==> src/rtl/clkout_pkg.sv <==
package clkout_pkg;

    localparam int SEL_W     = 3;
    localparam int NUM_CODES = 2 ** SEL_W;
    localparam int MAX_HALF  = 2 ** (NUM_CODES - 2);
    localparam int CNT_W     = $clog2(MAX_HALF + 1);

    typedef logic [CNT_W-1:0] cnt_t;

    typedef struct packed {
        logic [SEL_W-1:0] sel;
        logic             line_src;
        logic             line_50;
    } cfg_t;

    typedef struct packed {
        cnt_t lo;
        cnt_t hi;
    } half_t;

    typedef enum logic {
        PH_LOW  = 1'b0,
        PH_HIGH = 1'b1
    } phase_e;

    // Number of ticks in the high part of an odd-split period (rounded up)
    function automatic int split_up(input int hz);
        return ((hz / 2) + 1) / 2;
    endfunction

    // Number of ticks in the low part of an odd-split period (rounded down)
    function automatic int split_dn(input int hz);
        return (hz / 2) / 2;
    endfunction

endpackage

==> src/rtl/clkout_cfg_track.sv <==
module clkout_cfg_track
    import clkout_pkg::*;
(
    input  logic clk,
    input  logic rst,
    input  cfg_t cfg_in,
    input  logic xtal_tick,
    input  logic line_tick,
    output logic restart,
    output logic tick_sel
);

    cfg_t cfg_q;

    always_ff @(posedge clk) begin
        if (rst) cfg_q <= '0;
        else     cfg_q <= cfg_in;
    end

    always_comb begin
        restart  = (cfg_in != cfg_q);
        tick_sel = cfg_in.line_src ? line_tick : xtal_tick;
    end

endmodule

==> src/rtl/clkout_phase_rom.sv <==
module clkout_phase_rom
    import clkout_pkg::*;
#(
    parameter int LINE_HZ_FAST = 60,
    parameter int LINE_HZ_SLOW = 50
) (
    input  cfg_t  cfg,
    output half_t lens
);

    localparam logic [SEL_W-1:0] CODE_1HZ = SEL_W'(NUM_CODES - 1);
    localparam logic [SEL_W-1:0] CODE_2HZ = SEL_W'(NUM_CODES - 2);

    localparam cnt_t SEC_FAST = cnt_t'(LINE_HZ_FAST / 2);
    localparam cnt_t SEC_SLOW = cnt_t'(LINE_HZ_SLOW / 2);
    localparam cnt_t UP_FAST  = cnt_t'(split_up(LINE_HZ_FAST));
    localparam cnt_t DN_FAST  = cnt_t'(split_dn(LINE_HZ_FAST));
    localparam cnt_t UP_SLOW  = cnt_t'(split_up(LINE_HZ_SLOW));
    localparam cnt_t DN_SLOW  = cnt_t'(split_dn(LINE_HZ_SLOW));

    cnt_t pow_tab [NUM_CODES];

    for (genvar k = 0; k < NUM_CODES; k++) begin : g_tab
        if (k == 0) begin : g_zero
            assign pow_tab[k] = cnt_t'(1);
        end else begin : g_pow
            assign pow_tab[k] = cnt_t'(1 << (k - 1));
        end
    end

    always_comb begin
        lens.lo = pow_tab[cfg.sel];
        lens.hi = pow_tab[cfg.sel];
        if (cfg.line_src && (cfg.sel == CODE_1HZ)) begin
            lens.lo = cfg.line_50 ? SEC_SLOW : SEC_FAST;
            lens.hi = cfg.line_50 ? SEC_SLOW : SEC_FAST;
        end else if (cfg.line_src && (cfg.sel == CODE_2HZ)) begin
            lens.lo = cfg.line_50 ? DN_SLOW : DN_FAST;
            lens.hi = cfg.line_50 ? UP_SLOW : UP_FAST;
        end
    end

endmodule

==> src/rtl/clkout_divider.sv <==
module clkout_divider
    import clkout_pkg::*;
(
    input  logic  clk,
    input  logic  rst,
    input  logic  hold,
    input  logic  tick,
    input  half_t lens,
    output logic  level
);

    phase_e phase_q;
    cnt_t   cnt_q;
    cnt_t   cur_len;
    cnt_t   cnt_nx;

    always_comb begin
        cur_len = (phase_q == PH_HIGH) ? lens.hi : lens.lo;
        cnt_nx  = cnt_q + cnt_t'(1);
    end

    always_ff @(posedge clk) begin
        if (rst || hold) begin
            phase_q <= PH_LOW;
            cnt_q   <= '0;
        end else if (tick) begin
            if (cnt_nx == cur_len) begin
                cnt_q   <= '0;
                phase_q <= (phase_q == PH_HIGH) ? PH_LOW : PH_HIGH;
            end else begin
                cnt_q <= cnt_nx;
            end
        end
    end

    assign level = (phase_q == PH_HIGH);

endmodule

==> src/rtl/clkout_gen.sv <==
module clkout_gen
    import clkout_pkg::*;
#(
    parameter int LINE_HZ_FAST = 60,
    parameter int LINE_HZ_SLOW = 50
) (
    input  logic             clk,
    input  logic             rst,
    input  logic             xtal_tick,
    input  logic             line_tick,
    input  logic [SEL_W-1:0] sel,
    input  logic             line_src,
    input  logic             line_50,
    input  logic             pdown,
    output logic             clk_out
);

    cfg_t  cfg;
    half_t lens;
    logic  restart;
    logic  tick_sel;
    logic  hold;

    always_comb begin
        cfg.sel      = sel;
        cfg.line_src = line_src;
        cfg.line_50  = line_50;
    end

    clkout_cfg_track u_track (
        .clk       (clk),
        .rst       (rst),
        .cfg_in    (cfg),
        .xtal_tick (xtal_tick),
        .line_tick (line_tick),
        .restart   (restart),
        .tick_sel  (tick_sel)
    );

    clkout_phase_rom #(
        .LINE_HZ_FAST (LINE_HZ_FAST),
        .LINE_HZ_SLOW (LINE_HZ_SLOW)
    ) u_rom (
        .cfg  (cfg),
        .lens (lens)
    );

    // Divider is held cleared whenever the output must sit low or start afresh
    assign hold = restart | pdown | (sel == '0);

    clkout_divider u_div (
        .clk   (clk),
        .rst   (rst),
        .hold  (hold),
        .tick  (tick_sel),
        .lens  (lens),
        .level (clk_out)
    );

endmodule

==> config.mk <==
export PLATFORM = sky130hd
export DESIGN_NAME = clkout_gen
export DESIGN_NICKNAME = d
export VERILOG_FILES = /design/src/rtl/clkout_pkg.sv /design/src/rtl/clkout_cfg_track.sv /design/src/rtl/clkout_phase_rom.sv /design/src/rtl/clkout_divider.sv /design/src/rtl/clkout_gen.sv
export SDC_FILE = /design/constraint.sdc
export NUM_CORES = 1
export LEC_CHECK = 0
export ABC_AREA = 1
export BUFFER_PORTS_ARGS = -buffer_cell sky130_fd_sc_hd__buf_2
export CORE_MARGIN = 5
export CORE_UTILIZATION = 40
export CTS_CLUSTER_DIAMETER = 150
export DETAILED_ROUTE_END_ITERATION = 10
export GPL_ROUTABILITY_DRIVEN = 0
export GPL_TIMING_DRIVEN = 0
export PLACE_DENSITY_LB_ADDON = 0.3
export SLEW_MARGIN = 25
export SYNTH_ARGS = -nofsm -noshare
export SYNTH_HDL_FRONTEND = slang
export SYNTH_HIERARCHICAL = 1
export SYNTH_SLANG_ARGS = --single-unit
==> constraint.sdc <==
create_clock -name clk -period 1.9 [get_ports clk]
set_input_delay 0.38 -clock clk [delete_from_list [all_inputs] [get_ports clk]]
set_output_delay 0.38 -clock clk [all_outputs]
set_load 0.01 [all_outputs]
Word level (Yosys, flattened, before mapping)
Memories as Yosys holds them, arrays and structs flattened.
Index checks and enable logic that the tools add are counted.

word-level totals
  memories kept = 1
  latch bits = 0
  bits in writable memories = 0
  ROM bits = 56
  register bits = 13
  output and inout port bits = 1
  bits of input ports = 10

cells by class
  reduce and logical (&&, ||, !) cells = 5
  div/mod/pow operators = 0
  add/sub/neg operators = 1
  magnitude comparators = 1
  equality and inequality tests = 4
  bitwise logic cells = 3
  multiplexer cells = 11
  shift-type cells = 0
  multiply operators = 0

memory list
  memory            depth  width  rd ports  clocked after memory_dff  wr ports  line                    text
  (name not given)  8      7      1         0                         0         clkout_phase_rom.sv:32  lens.lo = pow_tab[cfg.sel];

operators by type and width
  kind                                                       number
  two-way mux 14 bit                                         2
  two-way mux 7 bit                                          4
  adder 7 x 1 -> 7 bit (second input constant)               1
  equality test 7 bit                                        1
  equality test 3 bit (second input constant)                2
  != test 5 bit                                              1
  greater-or-equal comparator 4 bit (second input constant)  1
  two-way mux 2 bit                                          2
  NOT 3 -> 4 bit                                             1
  zero test 3 bit                                            1
  two-way mux 3 bit                                          1
  logical AND 1 bit                                          2
  two-way mux 1 bit                                          2
  bitwise OR 1 bit                                           2
  AND reduction 2 bit                                        1
  logical OR 1 bit                                           1

Depth between registers and ports, before layout
Gate-level depths: netlist of run 1.

  depth after elaboration = 9
  depth in mapped cells = 18
  gate-level depth less buffers = 17

Cells and area by module
The synthesis of run 1 kept the hierarchy.

modules (own cells, without submodules)
  module            instances  area each (µm²)  cells each
  clkout_divider    1          769.5            140
  clkout_cfg_track  1          232.7            38
  clkout_phase_rom  1          165.2            30
  clkout_gen        1          18.8             5

Worst setup path before layout of run 1
OpenSTA, ideal clock, no wires.

  path kind = input -> register
  from = in sel[1]
  to = reg u_div.cnt_q[0]
  data arrival time = 1.563 ns
  stages on the path = 16
  slack = 0.218 ns
  required time = 1.781 ns
  setup time = 0.119 ns
  path through = inv_2 nor2_2 nand3_1 nand3_1 buf_4 inv_1 nand2_1 nand2_1 nand2_1 nand2_1 nor2_1 nand3_2 nor2_4 nand2_2 nand2_1 a21oi_1

RTL lines
  element               line                  text
  start, declared       clkout_gen.sv:11      input logic [SEL_W-1:0] sel,
  end signal, assigned  clkout_divider.sv:31  cnt_q <= cnt_nx;
  end, declared         clkout_divider.sv:13  cnt_t cnt_q;

==> results.md, run 1 <==
- CTS tree: done
- Placed inst area: ~1300 um^2
- Clock Pin Slew Worst Setup and Hold Paths: roughly 0.08 ns
- Area leader, netlist: nand2_1
- Port bufs: 10
- LEAKAGE: slightly below 0.7 nW
- Pwr Total: slightly below 0.6 mW
- Die X: around 64 um
- Crit path max fanout: 7
- Pwr/cell area: approximately 440 nW/um^2
- Final setup vio count: 0
- Clock power share: roughly 29%
- Flop pwr share: a little under half
- Starting Density: a little over two fifths
- Synth area leaders: nand2_1 (24%), dfxtp_1 (22%), inv_1 (10%)
- Most frequent CP cell: nand2_1
- Gr usage total: between 10 and 15%
- First-pass GRT wire length: ~4300 um
- Most common library cells after synthesis: nand2_1 (76), inv_1 (32), nand3_1 (19), nor2_1 (17), dfxtp_1 (13)
- CTS root buffer: clkbuf_4
- Combinational fraction of design power: 23.6%
- Worst-case reg-to-reg path depth: 12
- Remaining DRCs: 0
- Setup tns final: 0 ns
- Final instance area: around 1400 um^2
- Synth Instances: roughly 210
- Global route overflow: 0
- Internal: between 0.4 and 0.5 mW
- Worst skew pair latency: around 0.27 ns
- DP Worst Slack: -0.2522 ns
- Vias/cell: 4.748
- FF-to-FF Start: u_div/cnt_q[1]
- P_sw: about 0.18 mW
- Mean Syn Cell Area: ~5.6 um^2
- Element type at the critical path start: primary input
- Pins Over Slew Limit: 0
- Delay-heaviest family, CP: simple AND/OR/NAND/NOR gates
- Worst Setup SP: sel[2]
- Max_cap viols: 0
- Clock buffer depth: 2
- DIE HEIGHT: between 60 and 70 um
- CP endpoint: u_div/cnt_q[0]
- Share of cells above drive strength 1: 23.35%
- Die footprint: between 4000 and 5000 um^2
- Number of buffers and inverters on the critical path: 5
- VDD IR max: around 320 uV
- Worst hold path depth: 2
- Via count: 1225
- Post-synth ARST share: 0%
- Outcome: completed
- Crit path cell chain: clkbuf_4 -> inv_2 -> nor2_4 -> nand2_1 -> o31ai_1 -> buf_4 -> inv_1 -> nand2_1 -> nand2_1 -> nand3_1 -> nand2_1 -> inv_1 -> nand2_1 -> nor2_4 -> nand2_4 -> nand2_1 -> a21oi_1
- Vias in the first global route: a little over 1000
- Row cnt: 19
- Post-route ant nets: 0
- R2R Path End: u_div/cnt_q[0]
- Yosys cell types: 26
- Critical Path RT: roughly 2.1 ns
- Post-Syn Area: ~1200 um^2
- Final Hold Viols: 0
- Layout area overhead: 14.35%
- Post-synth EDFFs: 0
- Crit path depth: 17
- Flops & latches, synth: 13
- Yosys warnings: 6
- CP Capture Type: register
- Critical path class: in2reg
- DR iter-0 viols: 60
- Final nets: 239
- Total core area: 2805 um^2
- Post-synthesis sequential area ratio: 21.94%
- Cts bufs inserted: 3
- Most instantiated library cell after synthesis: nand2_1
- Worst Slack Setup Final: approximately 0.19 ns
- Fin crit period: around 1.7 ns
- Largest net degree at the start of global routing: 11
- Main flop type after synthesis: dfxtp_1
- Achievable Freq: 0.5834 GHz
- Fin util: approximately 48%
- Mean routed wirelength per cell: approximately 9.7 um
- Top cell type's share of synthesized area: 24.05%
- Top Ports: 11
- Arr. time, crit path: ~1.9 ns
- R2R Setup Slk: between 0.2 and 0.25 ns
- Post-DP HPWL: a little under 2000 um
- Crit-path slowest cell: clkbuf_4
- Routed WL: around 2500 um
- DR pass1 iterations: 4
- Hold/Removal Path Class: in2reg
- Final worst-path cycle share: between 90% and 100%
- Clock sink count: 13
- # hold bufs at CTS: 0
- Crit-path max cell delay: 0.16 ns
- Relative slew slack: 72.75%
- Clock Skews: about 0.0018 ns
- Net Count, Synth: roughly 220
- Sw Share: between 30% and 40%
- Initial antenna violation count: 0
- Antenna diode count: 0
- H-tree depth: 1
- RSZ-0062 raised after global routing: false
- Tightest Pin Transition: just over 0.4 ns
-- cells in the final DEF (no fill, tap or decap), types with 3 or more instances in the layout --
cell      instances
inv_2             6
nand2_2           8
nand3_2           5
buf_4             6
inv_1            32
nor2_1           16
a21oi_1           9
nor2_4            4
nand2_1          76
dfxtp_1          12
buf_2             7
clkbuf_4          6
nand3_1          16
nor2_2            3
-- per-layer routing --
| metal | share of wire, % | track usage [%] | up-vias |
|---|---|---|---|
| li1 | - | - | 673 |
| met4 | 1.4 | 5.013 | 0 |
| met3 | 2.5 | 2.073 | 4 |
| met2 | 43 | 18.94 | 13 |
| met5 | 0 | 0 | - |
| met1 | 53 | 18.26 | 535 |
-- worst min path at each step --
stage | slack, ns | startpoint | to
final | 0.34 | rst | u_track/cfg_q[0]
after floorplan | 0.45 | rst | u_track/cfg_q[0]
after global routing | 0.36 | rst | u_track/cfg_q[2]
after CTS | 0.34 | rst | u_track/cfg_q[4]
after detailed placement | 0.47 | u_div/cnt_q[4] | u_div/cnt_q[4]
after global placement | 0.47 | u_div/cnt_q[4] | u_div/cnt_q[4]
-- power groups by stage --
stage / clock network, mW / registers [mW] / logic [mW]
after floorplan: 0 / 0.287 / 0.0926
after global placement: 0 / 0.287 / 0.126
after detailed placement: 0 / 0.287 / 0.128
after CTS: 0.185 / 0.281 / 0.129
after global routing: 0.200 / 0.281 / 0.162
final: 0.174 / 0.280 / 0.140
-- metrics by stage --
stage	hold WS [ns]	std cells
4_1_cts	0.3354	258
3_5_place_dp	0.4725	254
2_1_floorplan	0.4511	213
5_1_grt	0.3578	258
6_report	0.3450	258
3_3_place_gp	0.4732	254
-- cell type report --
| type | count | area, um^2 |
|---|---|---|
| clock buffers | 4 | 26.28 |
| plain buffers | 9 | 71.32 |
| repair buffers | 10 | 57.56 |
| flip-flops and latches | 13 | 261.5 |
| multi-input cells | 153 | 758.2 |
| inverters | 38 | 142.6 |
| well taps | 31 | 38.79 |
| fillers | 308 | 1449 |
-- flip-flops by register name, indices dropped and copies added, names as in the netlist --
| signal | count |
|---|---|
| u_div/cnt_q | 7 |
| u_div/level | 1 |
| u_track/cfg_q | 5 |
-- worst reg2reg max path, stage by stage (launching register included) --
cell and delay (ns):
dfxtp_1 0.38, ha_2 0.23, nand2_2 0.08, nor2_2 0.17
nand2_1 0.08, nand2_2 0.08, nand2_2 0.05, nand2_2 0.05
nand2_2 0.06, nor2_4 0.15, nand2_4 0.09, nand2_1 0.07
a21oi_1 0.06
-- what timing repair did --
item	CTS	global route
buffers inserted	0	0
resized for setup	0	14
setup endpoints to repair	0	8
-- logic make-up after synthesis --
logic type	synth area share, %
compound gates	6.751
xor+xnor	0.7385
fa+ha+maj	1.055
buf+inv	18.04
flops	21.94
simple gates	51.48
(Power assumes the default switching activity.)
==> run 2: changes to the inputs <==
CORE_ASPECT_RATIO = 0.6   (was default)
SETUP_SLACK_MARGIN = 0.02   (was default)
==> results.md, run 2 (synthesis results as in run 1) <==
- Routed WL: 2925 um (+17%)
- HP Start: sel[1]
- Hold/Removal Path Class: in2reg
- Cts bufs inserted: 3 (unchanged)
- DP Worst Slack: -0.2563 ns (-0.004137 ns)
- Crit-path slowest cell: nor2_4
- Fin util: 51.71% (+3.4 points)
- Largest net degree at the start of global routing: 11 (unchanged)
- Critical Path RT: 2.03 ns (-0.04 ns)
- Clock Skews: 0.001943 ns (+0.0001005 ns)
- Die footprint: 4190 um^2 (+0.86%)
- Crit-path max cell delay: 0.17 ns (about the same)
- CP Capture Type: register
- Global route overflow: 0 (unchanged)
- Most frequent cells in the layout: nand2_1 (69), inv_1 (31), nor2_1 (16), nand3_1 (16), nand2_2 (14)
- # hold bufs at CTS: 0 (unchanged)
- Critical path class: in2reg
- Worst Slack Setup Final: 0.1149 ns (-0.07109 ns)
- Via count: 1276 (+4.2%)
- Hold Slack: 0.3602 ns (+0.01524 ns)
- Relative slew slack: 72.23% (-0.52 points)
- R2R Path End: u_div/cnt_q[1]
- Top reg by flops: u_div/cnt_q
- Worst skew pair latency: 0.24 ns (-0.03 ns)
- Gr usage total: 13.97% (+1.3 points)
- Placed inst area: 1289 um^2 (+1.1%)
- Element type at the critical path start: primary input
- Achievable Freq: 0.5602 GHz (-4.0%)
- DR pass1 iterations: 4 (unchanged)
- Initial antenna violation count: 0 (unchanged)
- Remaining DRCs: 0 (unchanged)
- Pwr/cell area: 473.7 nW/um^2 (+8.1%)
- Final worst-path cycle share: 93.95% (+3.7 points)
- Commonest non-fill, non-tap cell in the layout: nand2_1
- Fillers: 312 (+1.3%)
- Final Instance Count excl. Fillers: 271 (+5.0%)
- Worst hold path depth: 3 (+1)
- Final nets: 241 (+0.84%)
- Outcome: completed
- Total core area: 2853 um^2 (+1.7%)
- Antenna diode count: 0 (unchanged)
- Max_cap viols: 0 (unchanged)
- Arr. time, crit path: 1.91 ns (+0.03 ns)
- RSZ-0062 raised after global routing: false
- VDD IR max: 354.7 uV (+12%)
- Die X: 80.30 um (+25%)
- Setup tns final: 0 ns (unchanged)
- Crit path cell chain: buf_12 -> nand2_4 -> nor2_4 -> nand3_2 -> nand3_2 -> buf_6 -> inv_2 -> nand2_1 -> nand2_1 -> nand2_1 -> nand2_2 -> nor2_4 -> nand3_2 -> nor2_4 -> nand2_4 -> nand2_2 -> a21oi_2
- Crit path max fanout: 8 (+1)
- Final instance area: 1475 um^2 (+8.8%)
- H-tree depth: 1 (unchanged)
- Tightest Pin Transition: 0.4165 ns (+0.007743 ns)
- Layout area overhead: 24.37%
- First-pass GRT wire length: 4450 um (+3.4%)
- Starting Density: 41.58% (-0.70 points)
- Clock Pin Slew Worst Setup and Hold Paths: 0.06 ns (-0.02 ns)
- Post-route ant nets: 0 (unchanged)
- CTS tree: done
- FF-to-FF Start: u_div/cnt_q[0]
- Pwr Total: 0.6988 mW (+18%)
- Area of the multi-input gates: 789.5 um^2 (+4.1%)
- Final setup vio count: 0 (unchanged)
- Vias/cell: 4.708 (-0.83%)
- Post-DP HPWL: 2076 um (+7.2%)
- Vias in the first global route: 990 (-2.9%)
- CTS root buffer: clkbuf_8
- Row cnt: 15 (-4)
- Top Ports: 11 (unchanged)
- DR iter-0 viols: 84 (+40%)
- Clock buffer depth: 2 (unchanged)
- Fin crit period: 1.785 ns (+0.07109 ns)
- Max reg flops: 7 (unchanged)
- R2R Setup Slk: 0.17 ns (-0.06 ns)
- Mean routed wirelength per cell: 10.79 um (+12%)
- Worst-case reg-to-reg path depth: 12 (unchanged)
- Pins Over Slew Limit: 0 (unchanged)
- Sequential cell area: 262.8 um^2 (+0.48%)
- Port bufs: 10 (unchanged)
- Placed Cells incl. Taps: 265 (+4.3%)
- WHS Endpoint: u_track/cfg_q[3]
- LEAKAGE: 0.7152 nW (+5.7%)
- Clock sink count: 13 (unchanged)
- Share of cells above drive strength 1: 28.38% (+5.0 points)
- Final Hold Viols: 0 (unchanged)
- DIE HEIGHT: 52.18 um (-19%)
[run 2: cell count changes in the layout (fill, tap and decap cells not counted), moves of 2 or more]
| cell | before | now |
|---|---|---|
| clkbuf_4 | 6 | 0 |
| clkbuf_8 | 0 | 3 |
| nand2_2 | 8 | 14 |
| buf_12 | 0 | 2 |
| nand2_1 | 76 | 69 |
[run 2: critical path, delay by kind of cell]
family          cells  cell delay (ns)
compound gates      1             0.05
simple gates       13             1.25
buf+inv             3             0.22
[run 2: final cells by class]
| class | instances | share of cell area, % |
|---|---|---|
| multi-input cells | 153 | 53.52 |
| flip-flops and latches | 13 | 17.81 |
| inverters | 38 | 9.839 |
| repair buffers | 12 | 7.125 |
| plain buffers | 9 | 5.089 |
| well taps | 42 | 3.562 |
| clock buffers | 4 | 3.053 |
[run 2: layer usage]
layer | track usage, % | up-vias | share of wire [%]
li1 | - | 679 | -
met2 | 18.13 | 22 | 41
met5 | 0 | - | 0
met4 | 3.371 | 0 | 1.2
met3 | 3.780 | 4 | 4.6
met1 | 21.88 | 571 | 53
[run 2: how the worst max path moves through the flow]
stage	startpoint	end	slack (ns)
3_5_place_dp	sel[1]	u_div/cnt_q[4]	-0.26
5_1_grt	sel[0]	u_div/cnt_q[1]	0.0009
2_1_floorplan	sel[1]	u_div/cnt_q[0]	0.22
6_report	sel[0]	u_div/cnt_q[1]	0.11
4_1_cts	sel[2]	u_div/level	0.04
3_3_place_gp	sel[2]	u_div/cnt_q[2]	-0.26
[run 2: what timing repair did]
item | in CTS | in global routing
cloned | 0 | 0
pin swaps | 0 | 9
setup endpoints to repair | 8 | 8
setup buffers | 0 | 2
resized for setup | 4 | 35
[run 2: power breakdown]
| group | switching (mW) | total (mW) | internal (mW) |
|---|---|---|---|
| Combinational | 0.0969 | 0.164 | 0.0675 |
| Sequential | 0.00250 | 0.281 | 0.279 |
| Clock | 0.105 | 0.253 | 0.148 |
| Total | 0.204 | 0.699 | 0.494 |
==> run 3: changes to the inputs <==
SYNTH_HIERARCHICAL = default   (was 1)
TNS_END_PERCENT = 20   (was default)
clock period = 1.55 ns   (was 1.9 ns; I/O delays follow)
==> results.md, run 3 <==
- Pwr/cell area: 617.8 nW/um^2 (+30%)
- Commonest non-fill, non-tap cell in the layout: nand2_1
- Starting Density: 41.34% (-0.24 points)
- Most frequent cells in the layout: nand2_1 (62), inv_1 (24), nor2_1 (16), nand3_1 (14), dfxtp_1 (10)
- Number of buffers and inverters on the critical path: 1 (-2)
- XOR/XNOR Fraction of Synth Area: 1.716% (+0.98 points)
- Element type at the critical path start: register
- Pins Over Slew Limit: 0 (unchanged)
- Antenna diode count: 0 (unchanged)
- Top reg by flops: u_div.cnt_q
- Pwr Total: 0.8016 mW (+15%)
- Layout area overhead: 27.08%
- Top cell type's share of synthesized area: 25.49% (+1.4 points)
- Die X: 75.23 um (-6.3%)
- DR iter-0 viols: 77 (-8.3%)
- Compound-cell area share of the yosys netlist: 7.843% (+1.1 points)
- Final nets: 211 (-12%)
- Critical path class: reg2reg
- Largest family of logic cells by synthesized area: simple AND/OR/NAND/NOR gates
- Total core area: 2470 um^2 (-13%)
- Yosys warnings: 0 (-6)
- Port bufs: 9 (-1)
- Violated checks: setup timing
- Gr usage total: 16.44% (+2.5 points)
- VDD IR max: 420.2 uV (+18%)
- Initial antenna violation count: 0 (unchanged)
- Most instantiated library cell after synthesis: nand2_1
- Delay-heaviest family, CP: simple AND/OR/NAND/NOR gates
- Tightest Pin Transition: 0.3445 ns (-0.07204 ns)
- Post-synth ARST share: 0% (unchanged)
- RSZ-0062 raised after global routing: true
- Post-synthesis sequential area ratio: 25.49% (+3.5 points)
- Post-DP HPWL: 2024 um (-2.5%)
- Worst skew pair latency: 0.25 ns (about the same)
- Most common library cells after synthesis: nand2_1 (69), inv_1 (27), nand3_1 (20), nor2_1 (17), dfxtp_1 (13)
- Main flop type after synthesis: dfxtp_1
- Routed WL: 2829 um (-3.3%)
- Share of cells above drive strength 1: 26.63% (-1.8 points)
- H-tree depth: 1 (unchanged)
- Yosys cell types: 22 (-15%)
- Relative slew slack: 76.82% (+4.6 points)
- Area of the multi-input gates: 730.7 um^2 (-7.4%)
- Fin util: 52.53% (+0.82 points)
- Post-synth EDFFs: 0 (unchanged)
- Critical Path RT: 1.69 ns (-0.34 ns)
- Outcome: finished with violations
- Fillers: 248 (-21%)
- Clock Skews: 0.006644 ns (+0.004702 ns)
- LEAKAGE: 0.6022 nW (-16%)
- Area leader, netlist: dfxtp_1
- Setup tns final: -0.7966 ns (-0.7966 ns)
- Largest net degree at the start of global routing: 11 (unchanged)
- Worst Slack Setup Final: -0.1265 ns (-0.2414 ns)
- # hold bufs at CTS: 0 (unchanged)
- Remaining DRCs: 0 (unchanged)
- Post-Syn Area: 1021 um^2 (-14%)
- Clock Pin Slew Worst Setup and Hold Paths: 0.06 ns (about the same)
- Final Hold Viols: 0 (unchanged)
- Crit-path slowest cell: dfxtp_4
- Sequential cell area: 269.0 um^2 (+2.4%)
- CTS tree: done
- Mean routed wirelength per cell: 12.25 um (+13%)
- Net Count, Synth: 192 (-14%)
- Post-Synth Simple-Gate Area: 51.47% (about the same)
- Fraction of synthesized area in multiplexers: 0% (unchanged)
- Most frequent CP cell: nand2_2
- Synth area leaders: dfxtp_1 (25%), nand2_1 (25%), inv_1 (9.9%)
- Achievable Freq: between 0.5 and 0.6 GHz
- Row cnt: 14 (-1)
- Synth Instances: 181 (-15%)
- Vias/cell: 5.082 (+7.9%)
- Final worst-path cycle share: 108.2%
- Arr. time, crit path: 1.82 ns (-0.09 ns)
- CP Capture Type: register
- Mean Syn Cell Area: 5.641 um^2 (+1.3%)
- CTS root buffer: clkbuf_8
- Hold Slack: 0.2940 ns (-0.06621 ns)
- Flops & latches, synth: 13 (unchanged)
- Post-route ant nets: 0 (unchanged)
- Crit path max fanout: 7 (-1)
- Cts bufs inserted: 3 (unchanged)
- Adder-Cell Fraction of Synth Area: 1.225% (+0.17 points)
- Crit path cell chain: ha_4 -> nand3_2 -> nand2_2 -> nand2_2 -> nand2_2 -> nand2_2 -> inv_2 -> nand2_2 -> nor2_4 -> nand3_4 -> a21oi_2 -> nor2_1
- Vias in the first global route: 1069 (+8.0%)
- Fin crit period: 1.677 ns
- Global route overflow: 0 (unchanged)
- Crit-path max cell delay: 0.38 ns (+0.21 ns)
- Clock buffer depth: 2 (unchanged)
- Die footprint: 3696 um^2 (-12%)
- Clock sink count: 13 (unchanged)
- Via count: 1174 (-8.0%)
- DR pass1 iterations: 4 (unchanged)
- DIE HEIGHT: 49.14 um (-5.8%)
- Max_cap viols: 0 (unchanged)
- Final setup vio count: 8 (+8)
- Hold/Removal Path Class: in2reg
- Top Ports: 11 (unchanged)
- Max reg flops: 7 (unchanged)
- First-pass GRT wire length: 4698 um (+5.6%)
[run 3: cell count changes after synthesis, moves of 2 or more]
| cell | previous run | this run |
|---|---|---|
| nand2_1 | 76 | 69 |
| nand4_1 | 2 | 6 |
| o21ai_1 | 2 | 0 |
| buf_6 | 2 | 0 |
| inv_2 | 6 | 1 |
| nand2_2 | 9 | 2 |
| nor2_2 | 5 | 3 |
| buf_4 | 6 | 2 |
| inv_1 | 32 | 27 |
[run 3: repair_timing]
action	in CTS	in global routing
pin swaps	10	12
resized for setup	18	10
gates cloned	0	0
buffers inserted	4	1
setup endpoints to repair	8	8
[run 3: report_power, final]
part           total [mW]  leakage, nW  internal [mW]  switching (mW)
Clock               0.305       0.0255          0.178           0.128
Sequential          0.341        0.108          0.338         0.00328
Combinational       0.155        0.468         0.0489           0.106
[run 3: path summary, 6_finish.rpt]
kind	startpoint	end	slack [ns]	cells past startpoint
max	u_div.cnt_q[0]	u_div.cnt_q[0]	-0.13	12
min	rst	u_track.cfg_q[4]	0.29	2
max reg2reg	u_div.cnt_q[0]	u_div.cnt_q[0]	-0.13	12
min reg2reg	u_div.cnt_q[6]	u_div.cnt_q[6]	0.48	2
[run 3: worst register-to-register path: cells and delay by family (launching register included)]
kind	cells	cell delay, ns
AND/OR/NAND/NOR	9	0.79
flip-flops	1	0.38
adder cells (fa/ha/maj)	1	0.18
AO/OA/AOI/OAI	1	0.15
buffers and inverters	1	0.06
[run 3: cell families after synthesis]
family,after synthesis
flip-flops,13
AO/OA/AOI/OAI,14
adder cells (fa/ha/maj),1
XOR/XNOR,2
AND/OR/NAND/NOR,120
buffers and inverters,31
[run 3: layout make-up]
type	count	share of cell area, %
sequential	13	20.73
tap	32	3.086
timing repair buffer	14	6.365
multi-input combinational	137	56.32
buffer	2	1.446
inverter	29	8.486
clock inverter	1	0.3857
clock buffer	3	3.182
[run 3: routing by layer]
layer	GRT usage (%)	vias to the layer above	part of all wire, %
li1	-	607	-
met5	0	-	0
met4	6.105	0	1.3
met2	22.83	30	44
met3	3.704	4	4.5
met1	24.24	533	50
[run 3: through the flow]
stage | setup slack, ns | cell area (um^2) | cells
finish | -0.1265 | 1297 | 231
global route | -0.2222 | 1297 | 231
CTS | -0.05300 | 1261 | 230
detailed placement | -0.2933 | 1120 | 222
global placement | -0.2571 | 1120 | 222
floorplan | 0.04489 | 1035 | 181
